==> src/rtl/disc_ctrl_slave.sv <==
module disc_ctrl_slave #(
  parameter int CH = 16,
  parameter int TW = 8
) (
  input  logic             clk,
  input  logic             rst_n,
  input  logic             stn,
  input  logic [3:0]       sub,
  input  logic [4:0]       fn,
  input  logic             s1,
  input  logic             s2,
  input  logic             zclr,
  input  logic [15:0]      wdat,
  output logic [15:0]      rdat,
  output logic             x_resp,
  output logic             q_resp,
  output logic             test_pulse,
  output logic [CH*TW-1:0] thr_all,
  output logic [CH-1:0]    chan_mask,
  output logic [3:0]       dead_code,
  output logic [3:0]       width_code,
  output logic [7:0]       tq_scale
);
  localparam int AW = $clog2(CH);

  logic [TW-1:0] thr [CH];
  logic [7:0]    tcodes;

  wire thr_ok = {1'b0, sub} < 5'(CH);
  wire rd_thr = fn == 5'd0  && thr_ok;
  wire rd_reg = fn == 5'd1  && sub <= 4'd2;
  wire wr_thr = fn == 5'd16 && thr_ok;
  wire wr_reg = fn == 5'd17 && sub <= 4'd2;
  wire tst    = fn == 5'd25 && sub == 4'd0;
  wire valid  = rd_thr | rd_reg | wr_thr | wr_reg | tst;
  wire go     = s1 & stn;
  wire clr    = zclr & s2;

  assign x_resp = stn & valid;
  assign q_resp = x_resp;

  always_ff @(posedge clk or negedge rst_n) begin
    if (!rst_n) begin
      for (int i = 0; i < CH; i++) thr[i] <= '0;
      chan_mask  <= '0;
      tcodes     <= '0;
      tq_scale   <= '0;
      test_pulse <= 1'b0;
    end else begin
      test_pulse <= go & tst;
      if (go & wr_thr) thr[sub[AW-1:0]] <= wdat[TW-1:0];
      if (clr) chan_mask <= '0;
      else if (go & wr_reg & sub == 4'd0) chan_mask <= wdat[CH-1:0];
      if (go & wr_reg & sub == 4'd1) tcodes   <= wdat[7:0];
      if (go & wr_reg & sub == 4'd2) tq_scale <= wdat[7:0];
    end
  end

  always_comb begin
    rdat = '0;
    if (stn & rd_thr) rdat = 16'(thr[sub[AW-1:0]]);
    else if (stn & rd_reg)
      case (sub)
        4'd0:    rdat = 16'(chan_mask);
        4'd1:    rdat = {8'd0, tcodes};
        default: rdat = {8'd0, tq_scale};
      endcase
  end

  assign dead_code  = tcodes[3:0];
  assign width_code = tcodes[7:4];

  for (genvar g = 0; g < CH; g++) begin : g_thr
    assign thr_all[g*TW +: TW] = thr[g];
  end

  assert_zclr_mask_R10: assert property (@(posedge clk) disable iff (!rst_n)
    (zclr && s2) |=> chan_mask == '0);
  assert_zclr_keeps_R10: assert property (@(posedge clk) disable iff (!rst_n)
    (zclr && s2 && !go) |=> $stable(thr_all) && $stable(tcodes) && $stable(tq_scale));
  assert_mask_write_R4: assert property (@(posedge clk) disable iff (!rst_n)
    (go && fn == 5'd17 && sub == 4'd0 && !(zclr && s2)) |=> chan_mask == $past(wdat[CH-1:0]));
  assert_thr_hold_R8: assert property (@(posedge clk) disable iff (!rst_n)
    !(go && fn == 5'd16) |=> $stable(thr_all));
  assert_test_cause_R11: assert property (@(posedge clk) disable iff (!rst_n)
    test_pulse |-> $past(s1 && stn && fn == 5'd25 && sub == 4'd0));
  assert_idle_bus_R9: assert property (@(posedge clk) disable iff (!rst_n)
    !stn |-> (rdat == '0 && !x_resp && !q_resp));
endmodule

==> config.mk <==
export PLATFORM = sky130hd
export DESIGN_NAME = disc_ctrl_slave
export DESIGN_NICKNAME = d
export VERILOG_FILES = /design/src/rtl/disc_ctrl_slave.sv
export SDC_FILE = /design/constraint.sdc
export NUM_CORES = 1
export LEC_CHECK = 0
export ABC_AREA = 1
export BUFFER_PORTS_ARGS = -buffer_cell sky130_fd_sc_hd__buf_2
export CORE_MARGIN = 1
export CORE_UTILIZATION = 57
export DETAILED_ROUTE_END_ITERATION = 12
export GPL_ROUTABILITY_DRIVEN = 0
export HOLD_SLACK_MARGIN = 0.03
export PLACE_DENSITY = 0.82
export SETUP_SLACK_MARGIN = 0.3
export SLEW_MARGIN = 20
export SYNTH_ARGS = -nofsm -noshare
export SYNTH_HDL_FRONTEND = slang
export SYNTH_SLANG_ARGS = --single-unit
==> constraint.sdc <==
create_clock -name clk -period 2.2 [get_ports clk]
set_input_delay 0.11 -clock clk [delete_from_list [all_inputs] [get_ports clk]]
set_output_delay 0.11 -clock clk [all_outputs]
set_load 0.01 [all_outputs]
==> metrics <==
cells along the critical path=dlygate4sd3_1 -> buf_2 -> inv_1 -> nand4_1 -> nor3_2 -> buf_4 -> nand2_1 -> nand2_1 -> buf_2; slowest library cell on the worst path=dlygate4sd3_1; pin count of the biggest net entering global routing=66; Net Count, Synth=1,077; layout cell share with drive strength beyond 1=23.2%; Clock Sink Count=161; critical-path maximum fanout=7; global route overflow=0; shortest period the worst path allows=1.83 ns; part of the Yosys area used for sequential elements=50.9%; share of the synthesized area in the top cell type=50.9%; maximum achievable frequency=546 MHz; final antenna-violating net count=0; drt first pass iters=5; Clk pin slew, worst setup/hold paths=0.06 ns; Data required, critical path=2.09 ns; setup_tns=0 ns; horizontal die dimension=120 um; result of the run=completed; synthesized area=7910 um2; Synth Area in Compound Gates=10.5%; number of storage elements in the synthesis netlist=161; top-level port count=210; synthesized area per cell=7.56 um2; number of standard cells in the layout, taps in and fillers out=1,446; vias=7,971; simple logic cell fraction of the synthesized area=32.3%; growth of design area from synthesis to finish=23.9%; Routed wire per std cell=17.1 um; DRC=0; number of instances in the synthesized netlist=1,046; starting density of the core=59.0%; clock tree root driver cell=clkbuf_16; CTS H-tree lvls=4; standard-cell row count=42; unrepaired setup endpoints after global routing=true; PD cells=663 nW/um2; clk_skew=0 ns; number of max-slew violations in the final report=0; library cell with the largest summed area after synthesis=dfrtp_1; kind of start point of the critical path=input port; via/cell ratio=5.51; number of warning messages in the yosys log=0; cell types with the largest area share after synthesis=dfrtp_1 (51%), nand2_1 (28%), o21ai_1 (8.2%); clock latency of the later-clocked register in the worst-skew pair=0.43 ns; number of port buffers=209; Antenna Cells=0; slew of the pin with the lowest slew margin=0.883 ns; count of nets after finishing=1,290; type of destination of the critical path=output port; die extent in y=120 um; main combinational cell family by area after synthesis=simple AND/OR/NAND/NOR gates; leakage power summed over all cells=5.59 nW; path type of the worst setup path=in -> out; count of max-cap constraint violations=0; distinct cell type count after synthesis=26; clock tree from TritonCTS=built; Global Route Usage Sum=35.8%; slack of the worst reg-to-reg path=1.45 ns; Max clock buf depth=2; initial detailed-routing violation count=738; Period Utilization, post-route=83.3%; xor/xnor cell area share of the yosys netlist=0%; post-synthesis mux area share=0%; Std-Cell Core Area=13,400 um2; IR drop worst, VDD=0.462 mV; wire length reported by the detailed router=24,700 um; via count of the first global-routing pass=7,397; worst slew slack as a fraction of its limit=41.1%; CP peak stage delay=0.54 ns; final hold violation count=0; number of antenna violations at the first check in global routing=0; cts bufs inserted=17; post-synthesis adder-cell area fraction=0%; first-pass GRT wire length=39,100 um; class of the worst hold path=in -> reg; final-report setup violation count=0; data arrival time at the worst-slack endpoint=1.72 ns; half-perimeter wire length of the detailed placement result=16,300 um; die area=14,400 um2; placed cells=1,393
## cells in the final DEF (no fill, tap or decap)
cell	instances
clkbuf_1	1
and3_1	1
o21ai_2	1
dfrtp_1	161
nand4_1	1
clkinv_2	4
nor3_2	2
nor4_1	1
buf_2	208
nand3_2	1
nor2_8	1
inv_1	32
o21ai_1	135
buf_4	14
nand2_2	20
nand2_4	1
nand2_1	581
nor3_4	2
buf_6	1
o21ai_0	18
nor2_4	8
clkinvlp_4	4
clkbuf_8	1
buf_12	3
nor3_1	2
nor2_1	12
inv_2	4
o211ai_1	6
bufinv_16	3
nand3_1	1
dlygate4sd3_1	21
clkbuf_16	17
o221ai_1	2
## cells by family (layout without fill, tap and decap cells)
family                 count (synthesis)  count (layout)
AND/OR/NAND/NOR                      634             634
AO/OA/AOI/OAI                        162             162
flip-flops                           161             161
buffers and inverters                 89             313
## timing repair
item,in CTS,in global routing
setup buffers,0,2
hold buffers,21,0
resized for setup,1,9
pin swaps,0,1
setup endpoints to repair,3,7
endpoints found under the hold margin,94,0
## stage by stage
step / utilization [%] / total power [mW] / hold slack [ns] / worst slack (ns) / instance area [um2]
after detailed placement: 67.0 / 3.53 / 0.145 / 0.247 / 8970
after CTS: 72.9 / 6.49 / 0.0535 / 0.303 / 9770
final: 73.1 / 6.50 / 0.0792 / 0.368 / 9800
after floorplan: - / 3.30 / -0.186 / 0.867 / 7910
after global routing: 73.1 / 6.69 / 0.0684 / 0.246 / 9800
after global placement: 67.0 / 3.52 / 0.145 / 0.333 / 8970
## worst max-delay path: cells and delay by family
family                 cells  cell delay [ns]
and+or+nand+nor            4             0.45
buffers and inverters      5             1.16
## cells in the mapped netlist
library cell,count
nor3_2,2
buf_2,12
o21ai_0,24
nor3_4,1
nor3_1,3
nand2_4,1
inv_1,33
o221ai_1,2
clkbuf_1,12
nand3_1,1
buf_4,1
and3_1,1
nor2_4,8
nor2_8,1
nand2_2,19
o211ai_1,6
o21ai_1,130
buf_1,9
dfrtp_1,161
inv_2,3
nor4_1,1
nand2_1,582
nand3_2,1
nor2_1,12
nand4_1,1
buf_6,19
## routing by layer
metal	global-route usage (%)	wire length [um]
met3	8.08	2180
met5	0	0
met2	55.5	11600
met4	15.5	940
met1	48.4	10000
## power breakdown
group,switching [mW],internal [mW]
Combinational,0.338,0.141
Clock,1.19,1.79
Sequential,0.0358,3.00
## sequential cells by signal, indices dropped and copies added, names as in the netlist
signal      flops
test_pulse      1
tcodes          8
tq_scale        8
thr_all       128
chan_mask      16
## cell type report
class | count | area, um2
clock inverter | 11 | 140
sequential | 161 | 4030
multi-input combinational | 796 | 3410
timing repair buffer | 247 | 1430
fill | 1044 | 3600
clock buffer | 19 | 443
inverter | 36 | 135
tap | 176 | 220
## worst paths after layout
path / from / to / cells past startpoint
min: stn / test_pulse / 3
min in group asynchronous: rst_n / thr_all[51] / 2
max reg2reg: thr_all[118] / thr_all[118] / 2
max: fn[4] / rdat[6] / 9
min reg2reg: chan_mask[8] / chan_mask[8] / 2
max in group asynchronous: rst_n / thr_all[4] / 3
(Power assumes the default switching activity.)
